File: src/rtl/sar_seq_pkg.sv
package sar_seq_pkg;

  // ADC cycle (1-based) whose falling phase samples in a normal conversion
  localparam int NORM_SAMPLE = 2;

  typedef struct packed {
    logic rise;
    logic fall;
  } adc_tick_t;

  // extended conversions keep the same tail after sampling as normal ones
  function automatic int ext_sample_cycle(input int norm_cyc, input int ext_cyc);
    return ext_cyc - norm_cyc + NORM_SAMPLE;
  endfunction

endpackage

File: src/rtl/sar_tick_gen.sv
module sar_tick_gen
  import sar_seq_pkg::*;
#(
  parameter int DIV = 4
) (
  input  logic      clk,
  input  logic      rst,
  output adc_tick_t tick_o
);
  localparam int PW = (DIV > 2) ? $clog2(DIV) : 1;
  localparam logic [PW-1:0] PH_LAST = PW'(DIV - 1);
  localparam logic [PW-1:0] PH_FALL = PW'(DIV / 2 - 1);

  logic [PW-1:0] ph;

  always_ff @(posedge clk) begin
    if (rst)                ph <= '0;
    else if (ph == PH_LAST) ph <= '0;
    else                    ph <= ph + 1'b1;
  end

  always_comb begin
    tick_o.rise = (ph == PH_LAST);
    tick_o.fall = (ph == PH_FALL);
  end
endmodule

File: src/rtl/sar_seq_ctrl.sv
module sar_seq_ctrl
  import sar_seq_pkg::*;
#(
  parameter int RES_W    = 10,
  parameter int SEL_W    = 5,
  parameter int NORM_CYC = 13,
  parameter int EXT_CYC  = 25,
  localparam int IW      = $clog2(RES_W)
) (
  input  logic             clk,
  input  logic             rst,
  input  logic             en_i,
  input  logic             free_i,
  input  logic             start_q_i,
  input  logic [SEL_W-1:0] sel_i,
  input  adc_tick_t        tick_i,
  output logic             strobe_o,
  output logic             load_o,
  output logic             step_o,
  output logic [IW-1:0]    bit_idx_o,
  output logic             done_o,
  output logic [SEL_W-1:0] mux_sel_o
);
  localparam int CW = $clog2(EXT_CYC + 1);
  localparam int SMP_E_INT = ext_sample_cycle(NORM_CYC, EXT_CYC);
  localparam logic [CW-1:0] LEN_N  = CW'(NORM_CYC);
  localparam logic [CW-1:0] LEN_E  = CW'(EXT_CYC);
  localparam logic [CW-1:0] SMP_N  = CW'(NORM_SAMPLE);
  localparam logic [CW-1:0] SMP_E  = CW'(SMP_E_INT);
  localparam logic [CW-1:0] LAST_N = CW'(NORM_SAMPLE + RES_W - 1);
  localparam logic [CW-1:0] LAST_E = CW'(SMP_E_INT + RES_W - 1);
  localparam logic [CW-1:0] CYC1   = CW'(1);

  logic          busy, ext, ext_pend;
  logic [CW-1:0] cyc;
  logic [CW-1:0] len, smp, last;
  logic          at_end, in_sar, at_smp;

  always_comb begin
    len    = ext ? LEN_E  : LEN_N;
    smp    = ext ? SMP_E  : SMP_N;
    last   = ext ? LAST_E : LAST_N;
    at_end = busy && (cyc == len);
    at_smp = busy && (cyc == smp);
    in_sar = busy && (cyc >= smp) && (cyc <= last);
    done_o    = en_i && tick_i.rise && at_end;
    load_o    = en_i && tick_i.fall && at_smp;
    step_o    = en_i && tick_i.rise && in_sar;
    bit_idx_o = IW'(RES_W - 1) - IW'(cyc - smp);
  end

  always_ff @(posedge clk) begin
    if (rst) begin
      busy      <= 1'b0;
      ext       <= 1'b0;
      ext_pend  <= 1'b1;
      cyc       <= '0;
      strobe_o  <= 1'b0;
      mux_sel_o <= '0;
    end else begin
      strobe_o <= load_o;
      if (!en_i) begin
        busy     <= 1'b0;
        ext_pend <= 1'b1;
        cyc      <= '0;
      end else if (tick_i.rise) begin
        if (busy) begin
          if (at_end) begin
            if (free_i) begin
              cyc       <= CYC1;
              ext       <= 1'b0;
              mux_sel_o <= sel_i;
            end else begin
              busy <= 1'b0;
              cyc  <= '0;
            end
          end else begin
            cyc <= cyc + 1'b1;
          end
        end else if (start_q_i) begin
          busy      <= 1'b1;
          cyc       <= CYC1;
          ext       <= ext_pend;
          ext_pend  <= 1'b0;
          mux_sel_o <= sel_i;
        end
      end
    end
  end
endmodule

File: src/rtl/sar_approx_reg.sv
module sar_approx_reg #(
  parameter int RES_W = 10,
  localparam int IW   = $clog2(RES_W)
) (
  input  logic             clk,
  input  logic             rst,
  input  logic             load_i,
  input  logic             step_i,
  input  logic [IW-1:0]    bit_idx_i,
  input  logic             comp_i,
  output logic [RES_W-1:0] code_o
);
  for (genvar i = 0; i < RES_W; i++) begin : g_bit
    localparam logic [IW-1:0] ME   = IW'(i);
    localparam logic [IW-1:0] UPPR = IW'(i + 1);
    always_ff @(posedge clk) begin
      if (rst)
        code_o[i] <= 1'b0;
      else if (load_i)
        code_o[i] <= (i == RES_W - 1);
      else if (step_i && bit_idx_i == ME)
        code_o[i] <= comp_i;
      else if (step_i && (i < RES_W - 1) && bit_idx_i == UPPR)
        code_o[i] <= 1'b1;
    end
  end
endmodule

File: src/rtl/sar_status.sv
module sar_status #(
  parameter int RES_W = 10
) (
  input  logic             clk,
  input  logic             rst,
  input  logic             en_i,
  input  logic             free_i,
  input  logic             start_wr_i,
  input  logic             start_wd_i,
  input  logic             flag_clr_i,
  input  logic             done_i,
  input  logic [RES_W-1:0] code_i,
  output logic             start_q_o,
  output logic             flag_o,
  output logic [RES_W-1:0] result_o
);
  always_ff @(posedge clk) begin
    if (rst) begin
      start_q_o <= 1'b0;
      flag_o    <= 1'b0;
      result_o  <= '0;
    end else begin
      if (!en_i)                          start_q_o <= 1'b0;
      else if (start_wr_i && start_wd_i)  start_q_o <= 1'b1;
      else if (done_i && !free_i)         start_q_o <= 1'b0;

      if (done_i) begin
        flag_o   <= 1'b1;
        result_o <= code_i;
      end else if (flag_clr_i) begin
        flag_o <= 1'b0;
      end
    end
  end
endmodule

File: src/rtl/sar_conv_seq.sv
module sar_conv_seq
  import sar_seq_pkg::*;
#(
  parameter int DIV      = 4,
  parameter int RES_W    = 10,
  parameter int SEL_W    = 5,
  parameter int NORM_CYC = 13,
  parameter int EXT_CYC  = 25
) (
  input  logic             clk,
  input  logic             rst,
  input  logic             en_i,
  input  logic             free_i,
  input  logic [SEL_W-1:0] sel_i,
  input  logic             start_wr_i,
  input  logic             start_wd_i,
  input  logic             flag_clr_i,
  input  logic             comp_i,
  output logic             sh_strobe_o,
  output logic [RES_W-1:0] dac_code_o,
  output logic [RES_W-1:0] result_o,
  output logic             done_flag_o,
  output logic             start_o,
  output logic [SEL_W-1:0] mux_sel_o
);
  localparam int IW = $clog2(RES_W);

  adc_tick_t     tick;
  logic          load, step, done;
  logic [IW-1:0] bit_idx;

  sar_tick_gen #(.DIV(DIV)) u_tick (
    .clk    (clk),
    .rst    (rst),
    .tick_o (tick)
  );

  sar_seq_ctrl #(
    .RES_W(RES_W), .SEL_W(SEL_W), .NORM_CYC(NORM_CYC), .EXT_CYC(EXT_CYC)
  ) u_ctrl (
    .clk       (clk),
    .rst       (rst),
    .en_i      (en_i),
    .free_i    (free_i),
    .start_q_i (start_o),
    .sel_i     (sel_i),
    .tick_i    (tick),
    .strobe_o  (sh_strobe_o),
    .load_o    (load),
    .step_o    (step),
    .bit_idx_o (bit_idx),
    .done_o    (done),
    .mux_sel_o (mux_sel_o)
  );

  sar_approx_reg #(.RES_W(RES_W)) u_sar (
    .clk       (clk),
    .rst       (rst),
    .load_i    (load),
    .step_i    (step),
    .bit_idx_i (bit_idx),
    .comp_i    (comp_i),
    .code_o    (dac_code_o)
  );

  sar_status #(.RES_W(RES_W)) u_stat (
    .clk        (clk),
    .rst        (rst),
    .en_i       (en_i),
    .free_i     (free_i),
    .start_wr_i (start_wr_i),
    .start_wd_i (start_wd_i),
    .flag_clr_i (flag_clr_i),
    .done_i     (done),
    .code_i     (dac_code_o),
    .start_q_o  (start_o),
    .flag_o     (done_flag_o),
    .result_o   (result_o)
  );
endmodule

File: config.mk
export PLATFORM = sky130hd
export DESIGN_NAME = sar_conv_seq
export DESIGN_NICKNAME = d
export VERILOG_FILES = /design/src/rtl/sar_seq_pkg.sv /design/src/rtl/sar_tick_gen.sv /design/src/rtl/sar_seq_ctrl.sv /design/src/rtl/sar_approx_reg.sv /design/src/rtl/sar_status.sv /design/src/rtl/sar_conv_seq.sv
export SDC_FILE = /design/constraint.sdc
export NUM_CORES = 1
export LEC_CHECK = 0
export BUFFER_PORTS_ARGS = -buffer_cell sky130_fd_sc_hd__buf_2
export CAP_MARGIN = 15
export CORE_UTILIZATION = 40
export DETAILED_ROUTE_END_ITERATION = 8
export GPL_TIMING_DRIVEN = 0
export HOLD_SLACK_MARGIN = 0.05
export SETUP_SLACK_MARGIN = 0.5
export SLEW_MARGIN = 40
export SYNTH_ARGS = -nofsm -noshare
export SYNTH_HDL_FRONTEND = slang
export SYNTH_SLANG_ARGS = --single-unit
export TNS_END_PERCENT = 1
File: constraint.sdc
create_clock -name clk -period 2.8 [get_ports clk]
set_input_delay 0.56 -clock clk [delete_from_list [all_inputs] [get_ports clk]]
set_output_delay 0.56 -clock clk [all_outputs]
set_load 0.03 [all_outputs]
Word-level counts from Yosys, hierarchy flattened. Cells that the tools add are included.

Bits in registers: 38. Output and inout bits: 28. Logic and storage cells: 128. Input port bits: 13.

Reductions and logical operators: 42. Muxes and demuxes: 43. Bitwise gates (word level): 2. Equality and inequality tests: 15. Add/subtract/negate cells: 4. Magnitude comparators: 2.

Operators with widths (number): 5-bit 2-to-1 mux (9); 1-bit 2-to-1 mux (33); 2-bit nonzero test (13); 1-bit logical AND (21); 4-bit by 3-bit equality test with 1-bit output (second input constant) (4); 4-bit by 2-bit equality test with 1-bit output (second input constant) (2); 4-bit equality test (second input constant) (2); 2-bit OR reduction (3); 5-bit by 1-bit adder with 5-bit output (second input constant) (1); 5-bit by 4-bit equality test with 1-bit output (1); 5-bit equality test (1); 5-bit by 4-bit >= comparator with 1-bit output (1); 5-bit less-or-equal comparator (1); 5-bit AND reduction (1); 4-bit by 1-bit equality test with 1-bit output (second input constant) (1); 4-bit zero test (1); 4-bit 2-to-1 mux (1); 2-bit != test (second input constant) (2); 4-bit subtractor (1); 4-bit subtractor (first input constant) (1); 3-bit AND reduction (1); 2-bit by 1-bit adder with 2-bit output (second input constant) (1); 2-bit by 1-bit equality test with 1-bit output (second input constant) (1); 2-bit equality test (second input constant) (1); other kinds (3) (4).

Longest topological paths before layout.
Depth after elaboration: 8. Mapped depth: 9. Gate-level depth less buffers: 7.

Modules after synthesis. Synthesis repeated with hierarchy kept, for this count alone.

Cells, all modules: 198. Area total of the unflattened synthesis: 1893.1 um^2.

Modules (own cells, without submodules): sar_seq_ctrl (area an instance 889.6 um^2, cells each 97, instances 1, seq. area each 280.3 um^2); sar_approx_reg (area an instance 488.0 um^2, cells each 54, instances 1, seq. area each 200.2 um^2); sar_status (area an instance 426.7 um^2, cells each 40, instances 1, seq. area each 240.2 um^2); sar_tick_gen (area an instance 88.8 um^2, cells each 7, instances 1, seq. area each 40.0 um^2).

Worst setup path before layout. No wires, ideal clock.

Path type: reg-to-reg. Start point: register u_ctrl.ext. End point: register u_sar.code_o[4]. Setup time: 0.132 ns. Path slack: 0.772 ns. Cell stages (with the launch flop): 10. Data required time: 2.668 ns. Arrival time: 1.896 ns. Buffers on the path: 2. Clock period less this slack: 2.028 ns. Path through: dfxtp_1 inv_1 ha_1 buf_2 and4b_1 a2111oi_4 o211a_1 buf_6 nor3b_4 a211oi_1.

Cells in the longest elaborated chain, start to end: 7. Elaborated cells on any way between the ends: 19. Classes of those cells: add/sub (2); order compare (2); eq/ne (3); mux (3); reduce/logical (9).

Ends and longest elaborated chain: from (decl) (RTL line sar_seq_ctrl.sv:34) `logic busy, ext, ext_pend;`; from (signal assigned) (RTL line sar_seq_ctrl.sv:83) `ext <= ext_pend;`; parallel branches: the longest is 7 deep, another holds 4-bit subtractor; to (signal, indexed assignment) (RTL line sar_approx_reg.sv:20) `code_o[i] <= (i == RES_W - 1);`; to (signal, indexed assignment) (RTL line sar_approx_reg.sv:22) `code_o[i] <= comp_i;`; to (decl) (RTL line sar_approx_reg.sv:11) `output logic [RES_W-1:0] code_o`.

Parallel ways; which one is timed is not known. A chain may end at the register's enable or synchronous reset.

Final worst setup path.
Start point: register u_ctrl.ext. End point: register u_sar.code_o[7].

Same word-level chain as after synthesis.

==> results_dict.tcl <==
set metrics [dict create \
    status "completed" \
    setup_ws_ns 0.556 \
    place_ws_ns 0.430 \
    grt_use_total_pct 17.9 \
    yosys-top-cells-count "dfxtp_1, nor2_1, mux2i_1" \
    grt_max_degree 12 \
    cp-end-kind "flip-flop" \
    grt_overflow 0 \
    synth_most_common_cell "dfxtp_1" \
    ys_seq_area_share_pct 42.0 \
    clock_skew_ns 0.00187 \
    synth_edf_count 0 \
    p_leak_nw 0.927 \
    drtPass1Iterations 4 \
    cts_tree "yes" \
    ioPinCount 41 \
    avgSynthCellArea_sq_um 9.34 \
    synth_warnings 0 \
    antenna_left 0 \
    ys_top_cells_by_area "dfxtp_1, mux2i_1, ha_1" \
    worstPathRequired_ns 2.96 \
    routed_wl_um 4080 \
    setup_viol 0 \
    ys_ff_latch 38 \
    core_sq_mm 0.00435 \
    dpl.hpwl_um 2890 \
    io_buffers 40 \
    ir_drop_mv 0.348 \
    cp-start-kind "flip-flop" \
    cp_max_fo 10 \
    post_drt_wl_per_cell_um 13.8 \
    drt_iter0_drc 77 \
    synth_area_sq_mm 0.00181 \
    synth_ff_type "dfxtp_1" \
    rsz0062_at_grt "yes" \
    cts_sinks 38 \
    fmax_mhz 446 \
    async_flop_share_pct 0 \
    drc 0 \
    slew_viol_final 0 \
    clockRootBuffer "clkbuf_8" \
    yosys.area.top_type "dfxtp_1" \
    path_clk_slew_ns 0.07 \
    power_uw 975 \
    final_layout_size_suffix_gt1_share_pct 25.9 \
    gp_congestion 0.837 \
    grt_pass1_vias 1464 \
    die-area_sq_mm 0.00480 \
    via_per_inst 5.31 \
    worstSetupPathType "reg2reg" \
    grt_first_pass_wirelength_um 6970 \
    relSlewSlack_pct 63.4 \
    period_needed_ns 2.24 \
    cts_buffers 5 \
    crit_arrival_ns 2.40 \
    die_h_um 69.3 \
    num_vias 1565 \
    die_x_um 69.3 \
    worst_r2r_path_depth 9 \
    areaGrowthSynthToFinish_pct 20.4 \
    clk_path_buf_depth 2 \
    clk_latency_ns 0.29 \
    insertedDiodeCount 0 \
    h-tree-depth 2 \
    hold_viol 0 \
    finalCritPeriodShare_pct 80.1 \
    initial_core_util_pct 41.6 \
    p_per_area_mw_per_mm2 447 \
    ys_types 41 \
    whs_path_depth 1 \
    num_rows 24 \
    nNetsFinal 265 \
    synth_fp_nets 217 \
    fin_setup_tns_ns 0 \
    synth_top_area_share_pct 42.0 \
    tightestPinTransition_ns 0.549 \
    maxCapViolCount 0 \
    synth_cells 194 \
    hold_class "reg2reg" \
    antenna_found_initial 0 \
]
==> sequential cells by signal, summed over array words and instances, names as in the netlist <==
register / flops
u_sar.code_o: 10
u_stat.result_o: 10
u_ctrl.cyc: 5
u_ctrl.mux_sel_o: 5
u_tick.ph: 2
u_ctrl.busy: 1
u_ctrl.ext: 1
u_ctrl.ext_pend: 1
u_ctrl.strobe_o: 1
u_stat.flag_o: 1
u_stat.start_q_o: 1
==> layout make-up <==
type,instances,area [sq um]
Clock buffer,7,86.3
Buffer,12,75.1
Sequential cell,38,761
Inverter,9,33.8
Fill cell,433,2170
Clock inverter,1,5.00
Multi-Input combinational cell,135,947
Tap cell,52,65.1
Timing Repair Buffer,41,208
==> per-layer routing <==
metal  routed length [um]  vias to the layer above  track usage (%)
li1                     -                      791                -
met1                 1980                      730             22.8
met2                 1850                       39             28.4
met3                  193                        5             5.09
met4                   56                        0             7.48
met5                    0                        -                0
==> cell families (layout without fill, tap and decap cells) <==
logic type,Yosys count,in the layout,synth area share [%]
simple gates,61,61,17.3
compound gates,46,46,18.1
flops,38,38,42.0
buf+inv,21,70,5.87
mux,16,16,8.84
fa+ha+maj,10,10,6.91
xor+xnor,2,2,0.967
==> worst max-delay path: stages (launching register included) <==
cell and delay [ns]:
dfxtp_1 0.36, inv_1 0.09, ha_1 0.26, buf_2 0.17, and4b_1 0.21, a2111oi_4 0.30, o211a_1 0.23, buf_6 0.14
nor3b_4 0.25, a211oi_1 0.11
==> cell usage in the layout, fill, tap and decap left out, drive strengths merged, types with 2 or more instances in the layout <==
cell type  count
clkbuf        11
a21oi          9
o21a           2
and3           3
mux2i         16
a31oi          8
inv            9
buf           49
dfxtp         38
nand3          2
a21o           2
o21ai          7
or4            2
nor2          22
or2            4
a211oi         6
ha            10
a311oi         5
nor3           5
nand4          3
nand2         11
==> path summary, 6_finish.rpt <==
kind / end / startpoint / slack (ns)
setup / recovery: u_sar.code_o[7] / u_ctrl.ext / 0.56
setup reg to reg: u_sar.code_o[7] / u_ctrl.ext / 0.56
hold / removal: u_ctrl.ext_pend / u_ctrl.ext_pend / 0.46
hold reg to reg: u_ctrl.ext_pend / u_ctrl.ext_pend / 0.46
==> power breakdown <==
group          switching [mW]  total, mW  internal, mW
combinational          0.0246     0.0401        0.0154
sequential            0.00300      0.548         0.545
clock                   0.189      0.387         0.199
total                   0.216      0.975         0.759
==> what timing repair did <==
item,in CTS,in global routing
resized for setup,1,2
cloned,0,0
endpoints found under the setup margin,9,25
setup buffers,0,1
hold buffers,0,0
==> metrics by stage <==
step	hold slack [ns]	util [%]	area [sq um]	instances
after floorplan	0.419	-	1810	194
after global placement	0.438	47.7	2080	286
after detailed placement	0.443	47.7	2080	286
after CTS	0.460	49.9	2170	294
after global routing	0.483	50.1	2180	295
final	0.459	50.1	2180	295
No activity file was read; power rests on OpenSTA's default activity.
